==> src/rtl/i2c_rm_pkg.sv <==
`timescale 1ns/1ps
package i2c_rm_pkg;

  typedef enum logic [3:0] {
    ST_INIT, ST_BRST, ST_IDLE, ST_START, ST_ADDRW, ST_SUB, ST_WDATA,
    ST_MIDSTOP, ST_START2, ST_RESTART, ST_ADDRR, ST_RDATA, ST_STOP
  } step_e;

  // result word bit positions
  localparam int unsigned RB_BUSY  = 31;
  localparam int unsigned RB_ANACK = 30;
  localparam int unsigned RB_DNACK = 29;
  localparam int unsigned RB_RDOK  = 28;
  localparam int unsigned RB_OVR   = 27;
  localparam int unsigned RB_INIT  = 26;

endpackage

==> src/rtl/i2c_rm_filt.sv <==
`timescale 1ns/1ps
module i2c_rm_filt #(
  parameter int LEN = 3
) (
  input  logic clk_i,
  input  logic rst_ni,
  input  logic d_i,
  output logic q_o
);
  logic [1:0]     sync_q;
  logic [LEN-1:0] hist_q;

  // reset low: a line is not trusted as released until really seen high
  always_ff @(posedge clk_i or negedge rst_ni) begin
    if (!rst_ni) begin
      sync_q <= '0;
      hist_q <= '0;
      q_o    <= 1'b0;
    end else begin
      sync_q <= {sync_q[0], d_i};
      hist_q <= {hist_q[LEN-2:0], sync_q[1]};
      if (&hist_q)       q_o <= 1'b1;
      else if (~|hist_q) q_o <= 1'b0;
    end
  end
endmodule

==> src/rtl/i2c_rm_regs.sv <==
`timescale 1ns/1ps
module i2c_rm_regs (
  input  logic       clk_i,
  input  logic       rst_ni,
  input  logic       we_i,
  input  logic [1:0] addr_i,
  input  logic [7:0] wdata_i,
  input  logic       eng_busy_i,
  output logic       launch_o,
  output logic       rw_o,
  output logic       rs_o,
  output logic [6:0] taddr_o,
  output logic [7:0] sub_o,
  output logic [7:0] data_o,
  output logic       overrun_o
);
  always_ff @(posedge clk_i or negedge rst_ni) begin
    if (!rst_ni) begin
      launch_o  <= 1'b0;
      rw_o      <= 1'b0;
      rs_o      <= 1'b0;
      taddr_o   <= '0;
      sub_o     <= '0;
      data_o    <= '0;
      overrun_o <= 1'b0;
    end else begin
      launch_o <= 1'b0;
      if (we_i) begin
        unique case (addr_i)
          2'd3: begin
            rw_o <= wdata_i[7];
            rs_o <= wdata_i[6];
          end
          2'd2: taddr_o <= wdata_i[6:0];
          2'd1: sub_o   <= wdata_i;
          default: begin
            // lane 0 is the trigger; a pending launch counts as busy
            if (eng_busy_i || launch_o) begin
              overrun_o <= 1'b1;
            end else begin
              data_o    <= wdata_i;
              launch_o  <= 1'b1;
              overrun_o <= 1'b0;
            end
          end
        endcase
      end
    end
  end
endmodule

==> src/rtl/i2c_rm_engine.sv <==
`timescale 1ns/1ps
module i2c_rm_engine
  import i2c_rm_pkg::*;
#(
  parameter int QTR = 31
) (
  input  logic       clk_i,
  input  logic       rst_ni,
  input  logic       launch_i,
  input  logic       rw_i,
  input  logic       rs_i,
  input  logic [6:0] taddr_i,
  input  logic [7:0] sub_i,
  input  logic [7:0] data_i,
  input  logic       scl_f_i,
  input  logic       sda_f_i,
  output logic       scl_oe_o,
  output logic       sda_oe_o,
  output logic       frame_o,
  output logic       busy_o,
  output logic       init_o,
  output logic       anack_o,
  output logic       dnack_o,
  output logic       rdok_o,
  output logic [7:0] rdata_o
);
  localparam int CW = (QTR > 2) ? $clog2(QTR) : 1;

  step_e       step_q;
  logic [1:0]  ph_q;
  logic [CW-1:0] cnt_q;
  logic [3:0]  bit_q;
  logic [7:0]  sh_q;
  logic        smp_q;
  logic        rw_q, rs_q;
  logic [6:0]  taddr_q;
  logic [7:0]  sub_q, data_q;

  logic running, is_byte, qend, stall, adv;
  logic scl_n, sda_n, frame_n, out_bit;

  assign running = !(step_q == ST_IDLE || step_q == ST_INIT);
  assign is_byte = step_q inside {ST_ADDRW, ST_SUB, ST_WDATA, ST_ADDRR, ST_RDATA};
  assign qend    = cnt_q == CW'(QTR - 1);
  // wait in the high quarter while a target holds SCL low
  assign stall   = (ph_q == 2'd1) && !scl_f_i && (step_q != ST_BRST);
  assign adv     = running && qend && !stall;
  assign out_bit = (step_q == ST_RDATA || bit_q == 4'd8) ? 1'b1 : sh_q[7];

  always_comb begin
    scl_n   = 1'b0;
    sda_n   = 1'b0;
    frame_n = 1'b0;
    case (step_q)
      ST_BRST: begin
        sda_n   = (ph_q == 2'd1);
        frame_n = 1'b1;
      end
      ST_START, ST_START2: begin
        scl_n   = (ph_q == 2'd3);
        sda_n   = ph_q[1];
        frame_n = 1'b1;
      end
      ST_RESTART: begin
        scl_n   = (ph_q == 2'd0) || (ph_q == 2'd3);
        sda_n   = ph_q[1];
        frame_n = 1'b1;
      end
      ST_STOP, ST_MIDSTOP: begin
        scl_n   = (ph_q == 2'd0);
        sda_n   = !ph_q[1];
        frame_n = 1'b1;
      end
      ST_ADDRW, ST_SUB, ST_WDATA, ST_ADDRR, ST_RDATA: begin
        scl_n = (ph_q == 2'd0) || (ph_q == 2'd3);
        sda_n = !out_bit;
      end
      default: ;
    endcase
  end

  always_ff @(posedge clk_i or negedge rst_ni) begin
    if (!rst_ni) begin
      step_q   <= ST_INIT;
      ph_q     <= '0;
      cnt_q    <= '0;
      bit_q    <= '0;
      sh_q     <= '0;
      smp_q    <= 1'b1;
      rw_q     <= 1'b0;
      rs_q     <= 1'b0;
      taddr_q  <= '0;
      sub_q    <= '0;
      data_q   <= '0;
      anack_o  <= 1'b0;
      dnack_o  <= 1'b0;
      rdok_o   <= 1'b0;
      rdata_o  <= '0;
      scl_oe_o <= 1'b0;
      sda_oe_o <= 1'b0;
      frame_o  <= 1'b0;
    end else begin
      scl_oe_o <= scl_n;
      sda_oe_o <= sda_n;
      frame_o  <= frame_n;

      if (!running)  cnt_q <= '0;
      else if (qend) cnt_q <= stall ? cnt_q : '0;
      else           cnt_q <= cnt_q + 1'b1;

      if (adv) ph_q <= ph_q + 1'b1;

      case (step_q)
        ST_INIT: if (sda_f_i) step_q <= ST_BRST;
        ST_IDLE: begin
          if (launch_i) begin
            rw_q    <= rw_i;
            rs_q    <= rs_i;
            taddr_q <= taddr_i;
            sub_q   <= sub_i;
            data_q  <= data_i;
            anack_o <= 1'b0;
            dnack_o <= 1'b0;
            rdok_o  <= 1'b0;
            rdata_o <= '0;
            bit_q   <= '0;
            step_q  <= ST_START;
          end
        end
        default: begin
          if (adv) begin
            if (is_byte && ph_q == 2'd2) smp_q <= sda_f_i;
            if (ph_q == 2'd3) begin
              if (is_byte && bit_q != 4'd8) begin
                sh_q  <= {sh_q[6:0], smp_q};
                bit_q <= bit_q + 1'b1;
              end else begin
                bit_q <= '0;
                case (step_q)
                  ST_START: begin
                    sh_q   <= {taddr_q, 1'b0};
                    step_q <= ST_ADDRW;
                  end
                  ST_START2, ST_RESTART: begin
                    sh_q   <= {taddr_q, 1'b1};
                    step_q <= ST_ADDRR;
                  end
                  ST_MIDSTOP: step_q <= ST_START2;
                  ST_ADDRW: begin
                    if (smp_q) begin
                      anack_o <= 1'b1;
                      step_q  <= ST_STOP;
                    end else begin
                      sh_q   <= sub_q;
                      step_q <= ST_SUB;
                    end
                  end
                  ST_SUB: begin
                    if (smp_q) begin
                      dnack_o <= 1'b1;
                      step_q  <= ST_STOP;
                    end else if (rw_q) begin
                      step_q <= rs_q ? ST_RESTART : ST_MIDSTOP;
                    end else begin
                      sh_q   <= data_q;
                      step_q <= ST_WDATA;
                    end
                  end
                  ST_WDATA: begin
                    dnack_o <= smp_q;
                    step_q  <= ST_STOP;
                  end
                  ST_ADDRR: begin
                    if (smp_q) begin
                      anack_o <= 1'b1;
                      step_q  <= ST_STOP;
                    end else begin
                      step_q <= ST_RDATA;
                    end
                  end
                  ST_RDATA: begin
                    rdata_o <= sh_q;
                    rdok_o  <= 1'b1;
                    step_q  <= ST_STOP;
                  end
                  default: step_q <= ST_IDLE;
                endcase
              end
            end
          end
        end
      endcase
    end
  end

  assign busy_o = step_q != ST_IDLE;
  assign init_o = step_q == ST_INIT;
endmodule

==> src/rtl/i2c_reg_master.sv <==
`timescale 1ns/1ps
module i2c_reg_master
  import i2c_rm_pkg::*;
#(
  parameter int CLK_HZ   = 50_000_000,
  parameter int SCL_HZ   = 400_000,
  parameter int FILT_LEN = 3
) (
  input  logic       clk_i,
  input  logic       rst_ni,
  input  logic       we_i,
  input  logic [1:0] addr_i,
  input  logic [7:0] wdata_i,
  output logic [7:0] rdata_o,
  input  logic       scl_i,
  input  logic       sda_i,
  output logic       scl_oe_o,
  output logic       sda_oe_o
);
  localparam int QTR = CLK_HZ / (4 * SCL_HZ);

  logic [1:0] line_raw, line_f;
  logic       launch, rw, rs, overrun;
  logic [6:0] taddr;
  logic [7:0] sub, data, rdata;
  logic       eng_busy, init, anack, dnack, rdok, frame_q;
  logic [31:0] status;

  assign line_raw = {sda_i, scl_i};

  for (genvar g = 0; g < 2; g++) begin : g_filt
    i2c_rm_filt #(.LEN(FILT_LEN)) u_filt (
      .clk_i (clk_i),
      .rst_ni(rst_ni),
      .d_i   (line_raw[g]),
      .q_o   (line_f[g])
    );
  end

  i2c_rm_regs u_regs (
    .clk_i     (clk_i),
    .rst_ni    (rst_ni),
    .we_i      (we_i),
    .addr_i    (addr_i),
    .wdata_i   (wdata_i),
    .eng_busy_i(eng_busy),
    .launch_o  (launch),
    .rw_o      (rw),
    .rs_o      (rs),
    .taddr_o   (taddr),
    .sub_o     (sub),
    .data_o    (data),
    .overrun_o (overrun)
  );

  i2c_rm_engine #(.QTR(QTR)) u_eng (
    .clk_i   (clk_i),
    .rst_ni  (rst_ni),
    .launch_i(launch),
    .rw_i    (rw),
    .rs_i    (rs),
    .taddr_i (taddr),
    .sub_i   (sub),
    .data_i  (data),
    .scl_f_i (line_f[0]),
    .sda_f_i (line_f[1]),
    .scl_oe_o(scl_oe_o),
    .sda_oe_o(sda_oe_o),
    .frame_o (frame_q),
    .busy_o  (eng_busy),
    .init_o  (init),
    .anack_o (anack),
    .dnack_o (dnack),
    .rdok_o  (rdok),
    .rdata_o (rdata)
  );

  always_comb begin
    status           = '0;
    status[RB_BUSY]  = eng_busy | launch;
    status[RB_ANACK] = anack;
    status[RB_DNACK] = dnack;
    status[RB_RDOK]  = rdok;
    status[RB_OVR]   = overrun;
    status[RB_INIT]  = init;
    status[7:0]      = rdata;
  end

  assign rdata_o = status[{addr_i, 3'b000} +: 8];
endmodule

==> config.mk <==
export PLATFORM = sky130hd
export DESIGN_NAME = i2c_reg_master
export DESIGN_NICKNAME = d
export VERILOG_FILES = /design/src/rtl/i2c_rm_pkg.sv /design/src/rtl/i2c_rm_filt.sv /design/src/rtl/i2c_rm_regs.sv /design/src/rtl/i2c_rm_engine.sv /design/src/rtl/i2c_reg_master.sv
export SDC_FILE = /design/constraint.sdc
export NUM_CORES = 1
export LEC_CHECK = 0
export BUFFER_PORTS_ARGS = -buffer_cell sky130_fd_sc_hd__clkbuf_2
export CORE_ASPECT_RATIO = 0.8
export CORE_MARGIN = 10
export CORE_UTILIZATION = 47
export CTS_BUF_LIST = sky130_fd_sc_hd__clkbuf_4 sky130_fd_sc_hd__clkbuf_8
export CTS_CLUSTER_DIAMETER = 40
export DETAILED_ROUTE_END_ITERATION = 7
export PLACE_DENSITY_LB_ADDON = 0.08
export SYNTH_ARGS = -nofsm -noshare
export SYNTH_HDL_FRONTEND = slang
export SYNTH_HIERARCHICAL = 1
export SYNTH_SLANG_ARGS = --single-unit
==> constraint.sdc <==
create_clock -name clk_i -period 5.8 [get_ports clk_i]
set_input_delay 0.29 -clock clk_i [delete_from_list [all_inputs] [get_ports clk_i]]
set_output_delay 0.29 -clock clk_i [all_outputs]
set_load 0.01 [all_outputs]
==> results.json <==
{
  "clock_tree.htree_level_count": 3,
  "grt_pass1_wl_um": 16400,
  "final_nets": 457,
  "initial_utilization_pct": 47.7,
  "number_of_global_route_vias_before_repair": 3054,
  "fillers": 935,
  "dr.first_iter.drc_count": 219,
  "vias": 3154,
  "achievable-frequency_ghz": 0.338,
  "drtAntennaViolNets": 0,
  "grt_start_max_net_pins": 77,
  "drv_cap": 0,
  "dp_hpwl_um": 6580,
  "cp.required_ns": 6.05,
  "rows": 33,
  "power_density_nw_per_um2": 385,
  "final_core_utilization_pct": 51.8,
  "antenna_cells": 0,
  "yosys_warnings": 6,
  "regArea_um2": 2530,
  "postCtsResizedCells": 0,
  "report.final.setup_viol": 0,
  "number_of_clock_buffers_inserted_by_tritoncts": 9,
  "global_route.usage.total_pct": 13.6,
  "power_leakage_nw": 2.37,
  "vias_per_cell": 5.45,
  "slew_viol_final": 0,
  "p_total_w": 0.00203,
  "hold_class": "in2reg",
  "p_sw_share_pct": 33.9,
  "post_route_cells_drive_above_1_share_pct": 25.1,
  "p_int_w": 0.00134,
  "post_place_instance_area_um2": 5000,
  "grt-ovfl-total": 0,
  "final_routed_wire_length_divided_by_cell_count_um": 16.9,
  "rrSetupSlack_ns": 2.84,
  "startpoint_type": "flop",
  "critPathArrivalTime_ns": 3.21,
  "insertion_delay_ns": 0.37,
  "placeableCoreArea_um2": 10200,
  "critical_path.endpoint_type": "flop",
  "critical_path_class": "reg2reg",
  "tritoncts": "yes",
  "gp_congestion": 0.836,
  "stdcell_area_um2": 5260,
  "irDropWorstVdd_uv": 180,
  "grt_antenna_before_repair": 0,
  "run_status": "finished clean",
  "synth.avg_cell_area_um2": 11.5,
  "setup_total_negative_slack_ns": 0,
  "mappedNetlistArea_um2": 4840,
  "power_frac_clock_pct": 25.0,
  "hold_violations": 0,
  "pwr-share-seq_pct": 48.8,
  "worst_slew_margin_rel_pct": 24.2,
  "power.switching_w": 0.000686,
  "min_period_over_period_pct": 51.0,
  "die_area_um2": 14800,
  "syn_to_final_growth_pct": 8.58,
  "synth_nets": 443,
  "die_width_um": 133,
  "unrepaired_setup_endpoints_after_global_routing": "false",
  "first_pass_iteration_count_of_the_detailed_router": 5,
  "num_ports": 25,
  "chipHeight_um": 111,
  "io_buffers": 24,
  "cts.root.buffer_cell": "sky130_fd_sc_hd__clkbuf_8",
  "critPathMaxFanout": 26,
  "finalCriticalPeriod_ns": 2.96,
  "synth_cells": 420,
  "cts_sinks": 101,
  "tightest_slew_ns": 1.13,
  "register_clock_pin_slew_on_the_reported_worst_setup_and_hold_paths_ns": 0.10,
  "clockBufferDepth": 2,
  "drc_errors": 0,
  "share_comb_of_total_power_pct": 26.2,
  "worst_clock_skew_ns": 0.0104,
  "wl_um": 9770,
  "area_occupied_by_multi_input_gates_um2": 2110
}
-- layer usage --
layer	track usage (%)	part of all wire, %	up-vias
met4	4.13	1.2	0
met2	17.7	39	73
met1	21.0	55	1541
met3	3.67	4.6	10
li1	-	-	1530
met5	0	0	-
-- registers in the layout, summed over array words and instances, names as in the netlist, 5 cells and up --
register              count
u_eng/data_q              8
u_eng/rdata_o             8
u_eng/sh_q                8
u_eng/sub_q               8
u_regs/data_o             8
u_regs/sub_o              8
u_eng/taddr_q             7
u_regs/taddr_o            7
g_filt.u_filt/hist_q      6
u_eng/cnt_q               5
-- stage by stage --
stage               worst slack, ns  hold slack [ns]  std cells
global placement               2.99            0.235        560
floorplan                      3.70         -0.00559        420
finish                         2.84            0.179        579
global route                   2.54            0.160        579
detailed placement             2.91            0.236        560
CTS                            2.86            0.155        579
-- cell usage in the layout (no fill, tap or decap), types with 3 or more instances in the layout --
cell,n
sky130_fd_sc_hd__dfrtp_1,100
sky130_fd_sc_hd__mux2_2,45
sky130_fd_sc_hd__nand2_1,38
sky130_fd_sc_hd__o21ai_0,28
sky130_fd_sc_hd__clkbuf_2,23
sky130_fd_sc_hd__nand3_1,17
sky130_fd_sc_hd__a21oi_1,14
sky130_fd_sc_hd__nor2_1,14
sky130_fd_sc_hd__inv_1,12
sky130_fd_sc_hd__clkbuf_8,10
sky130_fd_sc_hd__mux2i_1,10
sky130_fd_sc_hd__o21a_1,9
sky130_fd_sc_hd__o211ai_1,9
sky130_fd_sc_hd__o31ai_1,8
sky130_fd_sc_hd__ha_1,8
sky130_fd_sc_hd__mux2_4,8
sky130_fd_sc_hd__a22o_1,6
sky130_fd_sc_hd__o21ai_1,6
sky130_fd_sc_hd__nor2b_1,4
sky130_fd_sc_hd__nand2b_1,4
sky130_fd_sc_hd__and2_1,3
sky130_fd_sc_hd__dlygate4sd3_1,3
sky130_fd_sc_hd__buf_4,3
sky130_fd_sc_hd__a31oi_1,3
sky130_fd_sc_hd__xnor2_1,3
sky130_fd_sc_hd__a21o_1,3
sky130_fd_sc_hd__nand3b_1,3
-- cell type report --
type,instances,share of cell area [%]
Clock inverter,5,1.57
Multi-Input combinational cell,280,40.1
Timing Repair Buffer,29,3.19
Sequential cell,101,48.1
Inverter,13,0.928
Tap cell,140,3.33
Clock buffer,11,2.76
-- power by group through the flow --
stage	clock network (W)	logic, W	registers, W
CTS	0.000527	0.000533	0.000989
floorplan	0	0.000509	0.000897
detailed placement	0	0.000529	0.00100
global placement	0	0.000521	0.000999
finish	0.000506	0.000531	0.000990
global route	0.000554	0.000602	0.00101
-- final timing paths --
| check | startpoint | end | cells after the start |
|---|---|---|---|
| max | u_eng/step_q[1] | u_regs/data_o[1] | 4 |
| min | wdata_i[3] | u_regs/data_o[3] | 2 |
| max reg2reg | u_eng/step_q[1] | u_regs/data_o[1] | 4 |
| min reg2reg | g_filt[1].u_filt/sync_q[0] | g_filt[1].u_filt/sync_q[1] | 0 |
| max in group asynchronous | rst_ni | g_filt[0].u_filt/hist_q[2] | 3 |
| min in group asynchronous | rst_ni | u_eng/rdata_o[1] | 2 |
-- critical path: stages, from the launching register on --
cell and delay [ns]:
sky130_fd_sc_hd__dfrtp_1 0.87, sky130_fd_sc_hd__nor2b_1 0.35, sky130_fd_sc_hd__nand2_1 0.33, sky130_fd_sc_hd__or4_1 0.88, sky130_fd_sc_hd__mux2_4 0.41
-- what timing repair did --
item                                    4_1_cts  5_1_grt
hold endpoints to repair                     27        0
hold buffers                                  3        0
endpoints found under the setup margin        0        0
buffers inserted                              0        0
No activity file was read; power rests on OpenSTA's default activity.
